`src/rtl/seqpf_pkg.sv`:
```
package seqpf_pkg;
  // Saturating add/subtract step for a small confidence counter.
  function automatic int sat_step(int cur, int up, int dn, int top);
    int n;
    n = cur + up - dn;
    if (n < 0) n = 0;
    if (n > top) n = top;
    return n;
  endfunction
endpackage

```
`src/rtl/seqpf_stride_det.sv`:
```
module seqpf_stride_det #(
  parameter int VPN_W   = 20,
  parameter int CONFIRM = 3
) (
  input  logic             clk,
  input  logic             rst_n,
  input  logic             acc_valid,
  input  logic [VPN_W-1:0] acc_vpn,
  output logic [VPN_W-1:0] last_vpn,
  output logic             locked,
  output logic             broke
);
  localparam int SW = $clog2(CONFIRM + 1);

  logic [VPN_W-1:0] last_q, last_d;
  logic             seen_q, seen_d;
  logic [SW-1:0]    run_q, run_d;
  logic             new_ev, step1;

  assign new_ev = acc_valid && (!seen_q || (acc_vpn != last_q));
  assign step1  = seen_q && (acc_vpn == last_q + 1'b1);

  always_comb begin
    last_d = last_q;
    seen_d = seen_q;
    run_d  = run_q;
    if (new_ev) begin
      last_d = acc_vpn;
      seen_d = 1'b1;
      if (step1) run_d = (run_q == SW'(CONFIRM)) ? run_q : run_q + 1'b1;
      else       run_d = '0;
    end
  end

  always_ff @(posedge clk or negedge rst_n) begin
    if (!rst_n) begin
      last_q <= '0;
      seen_q <= 1'b0;
      run_q  <= '0;
    end else if (new_ev) begin
      last_q <= last_d;
      seen_q <= seen_d;
      run_q  <= run_d;
    end
  end

  assign last_vpn = last_q;
  assign locked   = (run_q == SW'(CONFIRM));
  assign broke    = new_ev && !step1;
endmodule

```
`src/rtl/seqpf_pred_table.sv`:
```
module seqpf_pred_table #(
  parameter int VPN_W = 20,
  parameter int DEPTH = 2
) (
  input  logic             clk,
  input  logic             rst_n,
  input  logic             flush,
  input  logic             alloc_en,
  input  logic [VPN_W-1:0] alloc_vpn,
  input  logic             acc_valid,
  input  logic [VPN_W-1:0] acc_vpn,
  input  logic             acc_miss,
  input  logic             ev_valid,
  input  logic [VPN_W-1:0] ev_vpn,
  output logic             has_free,
  output logic             used,
  output logic [1:0]       waste
);
  logic [DEPTH-1:0] slot_v;
  logic [VPN_W-1:0] slot_vpn [DEPTH];
  logic [DEPTH-1:0] hit_acc, hit_ev, free_oh;

  always_comb begin
    free_oh = '0;
    for (int i = DEPTH - 1; i >= 0; i--) begin
      if (!slot_v[i]) begin
        free_oh    = '0;
        free_oh[i] = 1'b1;
      end
    end
  end

  for (genvar g = 0; g < DEPTH; g++) begin : g_slot
    logic v_d, alloc;
    assign hit_acc[g] = slot_v[g] && acc_valid && (slot_vpn[g] == acc_vpn);
    assign hit_ev[g]  = slot_v[g] && ev_valid && (slot_vpn[g] == ev_vpn) && !hit_acc[g];
    assign alloc      = alloc_en && free_oh[g];

    always_comb begin
      v_d = slot_v[g];
      if (flush)                        v_d = 1'b0;
      else if (alloc)                   v_d = 1'b1;
      else if (hit_acc[g] || hit_ev[g]) v_d = 1'b0;
    end

    always_ff @(posedge clk or negedge rst_n) begin
      if (!rst_n) begin
        slot_v[g]   <= 1'b0;
        slot_vpn[g] <= '0;
      end else begin
        slot_v[g] <= v_d;
        if (alloc) slot_vpn[g] <= alloc_vpn;
      end
    end
  end

  assign has_free = |(~slot_v);
  assign used     = (|hit_acc) && !acc_miss;
  assign waste    = {1'b0, (|hit_acc) && acc_miss} + {1'b0, |hit_ev};
endmodule

```
`src/rtl/seqpf_conf.sv`:
```
module seqpf_conf #(
  parameter int CONF_W    = 2,
  parameter int CONF_INIT = 2
) (
  input  logic       clk,
  input  logic       rst_n,
  input  logic       up,
  input  logic [1:0] down,
  output logic       bail
);
  localparam int CONF_MAX = (1 << CONF_W) - 1;

  logic [CONF_W-1:0] conf_q, conf_d;
  logic              conf_en;

  assign conf_en = up || (down != 2'd0);
  assign conf_d  = CONF_W'(seqpf_pkg::sat_step(int'(conf_q), int'(up), int'(down), CONF_MAX));

  always_ff @(posedge clk or negedge rst_n) begin
    if (!rst_n)       conf_q <= CONF_W'(CONF_INIT);
    else if (conf_en) conf_q <= conf_d;
  end

  assign bail = (conf_q == '0);
endmodule

```
`src/rtl/seqpf_predictor.sv`:
```
module seqpf_predictor #(
  parameter int VPN_W     = 20,
  parameter int DEPTH     = 2,
  parameter int CONFIRM   = 3,
  parameter int CONF_W    = 2,
  parameter int CONF_INIT = 2
) (
  input  logic             clk,
  input  logic             rst_n,
  input  logic             acc_valid,
  input  logic [VPN_W-1:0] acc_vpn,
  input  logic             acc_miss,
  input  logic             evict_valid,
  input  logic [VPN_W-1:0] evict_vpn,
  output logic             pred_valid,
  output logic [VPN_W-1:0] pred_vpn,
  output logic             bail
);
  localparam int XW = VPN_W + 1;

  logic             rst_meta_n, rst_q_n;
  logic [VPN_W-1:0] det_last;
  logic             det_locked, det_broke;
  logic             tab_free, tab_used;
  logic [1:0]       tab_waste;
  logic [VPN_W-1:0] head_q, head_d, eff;
  logic             emit;
  logic             pv_q;
  logic [VPN_W-1:0] pvpn_q;

  // Reset: asserted asynchronously, released on the clock.
  always_ff @(posedge clk or negedge rst_n) begin
    if (!rst_n) begin
      rst_meta_n <= 1'b0;
      rst_q_n    <= 1'b0;
    end else begin
      rst_meta_n <= 1'b1;
      rst_q_n    <= rst_meta_n;
    end
  end

  seqpf_stride_det #(.VPN_W(VPN_W), .CONFIRM(CONFIRM)) u_det (
    .clk(clk), .rst_n(rst_q_n), .acc_valid(acc_valid), .acc_vpn(acc_vpn),
    .last_vpn(det_last), .locked(det_locked), .broke(det_broke)
  );

  seqpf_pred_table #(.VPN_W(VPN_W), .DEPTH(DEPTH)) u_tab (
    .clk(clk), .rst_n(rst_q_n), .flush(det_broke),
    .alloc_en(emit), .alloc_vpn(eff),
    .acc_valid(acc_valid), .acc_vpn(acc_vpn), .acc_miss(acc_miss),
    .ev_valid(evict_valid), .ev_vpn(evict_vpn),
    .has_free(tab_free), .used(tab_used), .waste(tab_waste)
  );

  seqpf_conf #(.CONF_W(CONF_W), .CONF_INIT(CONF_INIT)) u_conf (
    .clk(clk), .rst_n(rst_q_n), .up(tab_used), .down(tab_waste), .bail(bail)
  );

  // Next page to name: never behind the current page, never repeated.
  assign eff = (head_q > det_last) ? head_q : det_last + 1'b1;

  always_comb begin
    emit = det_locked && !bail && tab_free && !det_broke
        && ({1'b0, eff} <= ({1'b0, det_last} + XW'(DEPTH)))
        && !(acc_valid && (acc_vpn == eff));
    head_d = head_q;
    if (!det_locked) head_d = '0;
    else if (emit)   head_d = eff + 1'b1;
  end

  always_ff @(posedge clk or negedge rst_n) begin
    if (!rst_n) begin
      head_q <= '0;
      pv_q   <= 1'b0;
      pvpn_q <= '0;
    end else if (!rst_q_n) begin
      head_q <= '0;
      pv_q   <= 1'b0;
      pvpn_q <= '0;
    end else begin
      head_q <= head_d;
      pv_q   <= emit;
      if (emit) pvpn_q <= eff;
    end
  end

  assign pred_valid = pv_q;
  assign pred_vpn   = pvpn_q;
endmodule

```
`config.mk`:
```
export PLATFORM = sky130hd
export DESIGN_NAME = seqpf_predictor
export DESIGN_NICKNAME = d
export VERILOG_FILES = /design/src/rtl/seqpf_pkg.sv /design/src/rtl/seqpf_stride_det.sv /design/src/rtl/seqpf_pred_table.sv /design/src/rtl/seqpf_conf.sv /design/src/rtl/seqpf_predictor.sv
export SDC_FILE = /design/constraint.sdc
export NUM_CORES = 1
export LEC_CHECK = 0
export BUFFER_PORTS_ARGS = -buffer_cell sky130_fd_sc_hd__buf_4
export CAP_MARGIN = 20
export CORE_UTILIZATION = 40
export DETAILED_ROUTE_END_ITERATION = 12
export PLACE_DENSITY_LB_ADDON = 0.05
export SLEW_MARGIN = 25
export SYNTH_ARGS = -nofsm -noshare
export SYNTH_HDL_FRONTEND = slang
export SYNTH_SLANG_ARGS = --single-unit
```
`constraint.sdc`:
```
create_clock -name clk -period 6.7 [get_ports clk]
set_clock_uncertainty 0.15 [all_clocks]
set_input_delay 0.335 -clock clk [delete_from_list [all_inputs] [get_ports clk]]
set_output_delay 0.335 -clock clk [all_outputs]
set_load 0.01 [all_outputs]
```
==> flow_summary_export.csv <==
group,metric,value,unit
layout,final_common_cell,"xnor2_1",
min_path,hold_path_class,"flip-flop to asynchronous set/reset pin",
floorplanning,die_h,155,µm
layout,fin_cells,1432,
critical_path,critPathBufInv,5,
clock_tree,cts_tree,"built",
critical_path,timing.rr.start,"u_det.last_vpn[6]",
critical_path,cp_top_family,"compound AO/OA/AOI/OAI gates",
floorplanning,die_w,155,µm
critical_path,slowest_delay,0.73,ns
critical_path,crit_path_start,"u_det.last_vpn[6]",
floorplanning,core,22800,µm²
timing,setup_viol,0,
routing,drcViolationCount,0,
grt,grt_max_degree,60,
place,routabilityCongestion,0.965,
synthesis,synth_warnings,0,
job,cap_violations,0,
synthesis,muxShareOfSynthArea,0.0584,
synthesis,synth_area,9350,µm²
place,portBuffers,66,
critical_path,path_common_cell,"buf_4",
synthesis,synth-compound-area-share,0.161,
grt,grt_first_pass_wirelength,55700,µm
clock_tree,clkSinkCount,110,
timing,tns,0,ns
synthesis,ys.flop_type,"dfrtp_1",
synthesis,ys_types,78,
critical_path,cp_max_fo,23,
place,dp.cells,1415,
critical_path,worst_setup_path_start_kind,"flip-flop",
clock_tree,cts_resized,0,
layout,diodes,0,
timing,setup_ws,0.613,ns
grt,grt_pass1_vias,8398,
clock_tree,clk_latency,0.38,ns
clock_tree,clock_path_buffers,2,
timing,drv_slew,0,
layout,final_area,10500,µm²
critical_path,critical_path.cell_chain,"inv_1, ha_1, nand2_1, o21ai_0, and3_1, nor4_2, buf_4, nor2_1, o21ai_0, buf_4, ha_1, nor2b_1, o21a_1, o21a_1, o21ai_0, a21oi_1, o211ai_1, and3_1, o21ai_1, buf_4, nor2_1, buf_4, o31ai_1",
critical_path,required,6.83,ns
status,status,"completed",
clock_tree,ctsRootBufferMaster,"clkbuf_16",
timing,rsz0062_at_grt,"false",
synthesis,synth_top_cells_by_area,"dfrtp_1 (29%), xnor2_1 (11%), ha_1 (6.6%)",
routing,ant_nets,0,
routing,drt_iter0_drc,803,
power_and_ir_drop,power_density,167,nW/µm²
power_and_ir_drop,ir_worst_vdd,144,µV
timing,slew_headroom,0.358,
synthesis,synth_largest_area_cell,"dfrtp_1",
layout,nets,1210,
grt,antenna_found_initial,0,
layout,areaGrowthSynthToFinish,12.4,%
clock_tree,htreeDepth,3,
synthesis,ys_seq_elements,110,
synthesis,synth_top_area_frac,0.292,
place,dp_slack,0.796,ns
routing,dr.pass1.iters,7,
timing,worstMarginPinSlew,0.959,ns
routing,avgRoutedWirePerCell,26.0,µm
critical_path,crit_arrival,6.21,ns
synthesis,async_reset_ff_frac,1.00,
power_and_ir_drop,p_leak,4.52,nW
synthesis,synth-simple-area-share,0.196,
critical_path,crit_path_end,"head_q[14]",
critical_path,r2r_slack,0.61,ns
synthesis,postSynthCellCount,1073,
synthesis,synth-edff-count,0,
synthesis,synth_nets,1169,
critical_path,cp_num_cells,23,
grt,globalRouteOverflowTotal,0,
critical_path,critPathKind,"flip-flop to flip-flop",
floorplanning,dieArea,24000,µm²
floorplanning,rows,55,
clock_tree,cts.clk_slew.worst_paths,0.09,ns
place,place_hpwl,28300,µm
routing,via_count,8642,
synthesis,synth_xor_xnor_area_share,0.163,
floorplanning,boundaryPins,67,
synthesis,yosysSeqAreaShare,0.295,
timing,max_freq,164,MHz
clock_tree,cts_setup_buffers,0,
timing,period_needed,6.09,ns
clock_tree,cts_made_buffers,9,
timing,hold_violations,0,
critical_path,rr_endpoint,"head_q[14]",
routing,wl,37300,µm
layout,most-common-layout-cells,"xnor2_1 (114), dfrtp_1 (108), buf_4 (104)",
grt,track_usage,0.318,
layout,layout-drive-gt1-share,0.152,
critical_path,reg2regPathDepth,23,
routing,vias_per_cell,6.03,
synthesis,synthAdderAreaFrac,0.0699,
timing,final.period_utilization,0.908,
critical_path,crit_path_end_kind,"flip-flop",
synthesis,syn_avg_cell_area,8.71,µm²
floorplanning,start_util,0.410,
place,dpl_cell_area,10200,µm²
critical_path,slowest_stage,"nor2_1",
synthesis,synth_top_family_by_area,"simple AND/OR/NAND/NOR gates",
[routing by layer]
| metal | GRT usage | routed length (µm) | vias to the layer above |
|---|---|---|---|
| li1 | - | - | 3939 |
| met1 | 0.455 | 16700 | 4188 |
| met2 | 0.473 | 15900 | 443 |
| met3 | 0.0643 | 3380 | 72 |
| met4 | 0.116 | 1250 | 0 |
| met5 | 0 | 0 | - |
[registers in the layout (all words and copies together), names as in the netlist]
name,count
u_tab.slot_v,2
head_q,20
pred_valid,1
u_det.last_vpn,20
rst_meta_n,1
rst_q_n,1
pred_vpn,20
u_conf.conf_q,2
u_det.seen_q,1
u_tab.slot_vpn,40
u_det.run_q,2
[how the worst min path moves through the flow]
stage / startpoint / endpoint
after floorplan: rst_n / head_q[0]
after global placement: rst_q_n / u_det.last_vpn[19]
after detailed placement: rst_q_n / u_det.last_vpn[19]
after CTS: rst_q_n / u_det.run_q[1]
after global routing: rst_q_n / u_det.run_q[1]
final: rst_q_n / u_det.run_q[1]
[what timing repair did]
action,CTS,global route
hold endpoints to repair,43,0
hold buffers,1,0
endpoints found under the setup margin,0,0
[through the flow]
stage | total power (W) | utilization | hold WS [ns]
floorplan | 0.000973 | - | -0.111
global placement | 0.00116 | 0.447 | 0.131
detailed placement | 0.00115 | 0.447 | 0.125
CTS | 0.00175 | 0.461 | 0.120
global route | 0.00182 | 0.461 | 0.126
finish | 0.00175 | 0.461 | 0.108
[kinds of logic (layout without fill, tap and decap cells)]
| group | after synthesis | in the layout |
|---|---|---|
| buffers and inverters | 125 | 171 |
| AND/OR/NAND/NOR | 339 | 339 |
| other | 1 | 1 |
| adder cells (fa/ha/maj) | 51 | 51 |
| AO/OA/AOI/OAI | 226 | 226 |
| multiplexers | 49 | 49 |
| flip-flops | 110 | 110 |
| XOR/XNOR | 172 | 172 |
[layout make-up]
class                      count  area [µm²]
fill                        2306       12300
multi-input combinational    838        6060
sequential                   110        2760
timing repair buffer         105         791
tap                          313         392
clock buffer                   9         225
inverter                      50         188
clock inverter                 7        98.8
[cell usage after synthesis (all sizes together), types with 44 or more instances]
library cell / count
dfrtp: 109
nand3: 55
xor2: 57
inv: 50
clkbuf: 48
nand2: 77
a21oi: 59
ha: 49
xnor2: 114
o21ai: 70
nor2: 47
mux2: 44
nand4: 46
[where the power goes]
group	internal [W]	switching [W]
sequential	0.000675	0.0000350
combinational	0.000161	0.000284
clock	0.000278	0.000320
No activity file was read; power rests on OpenSTA's default activity.
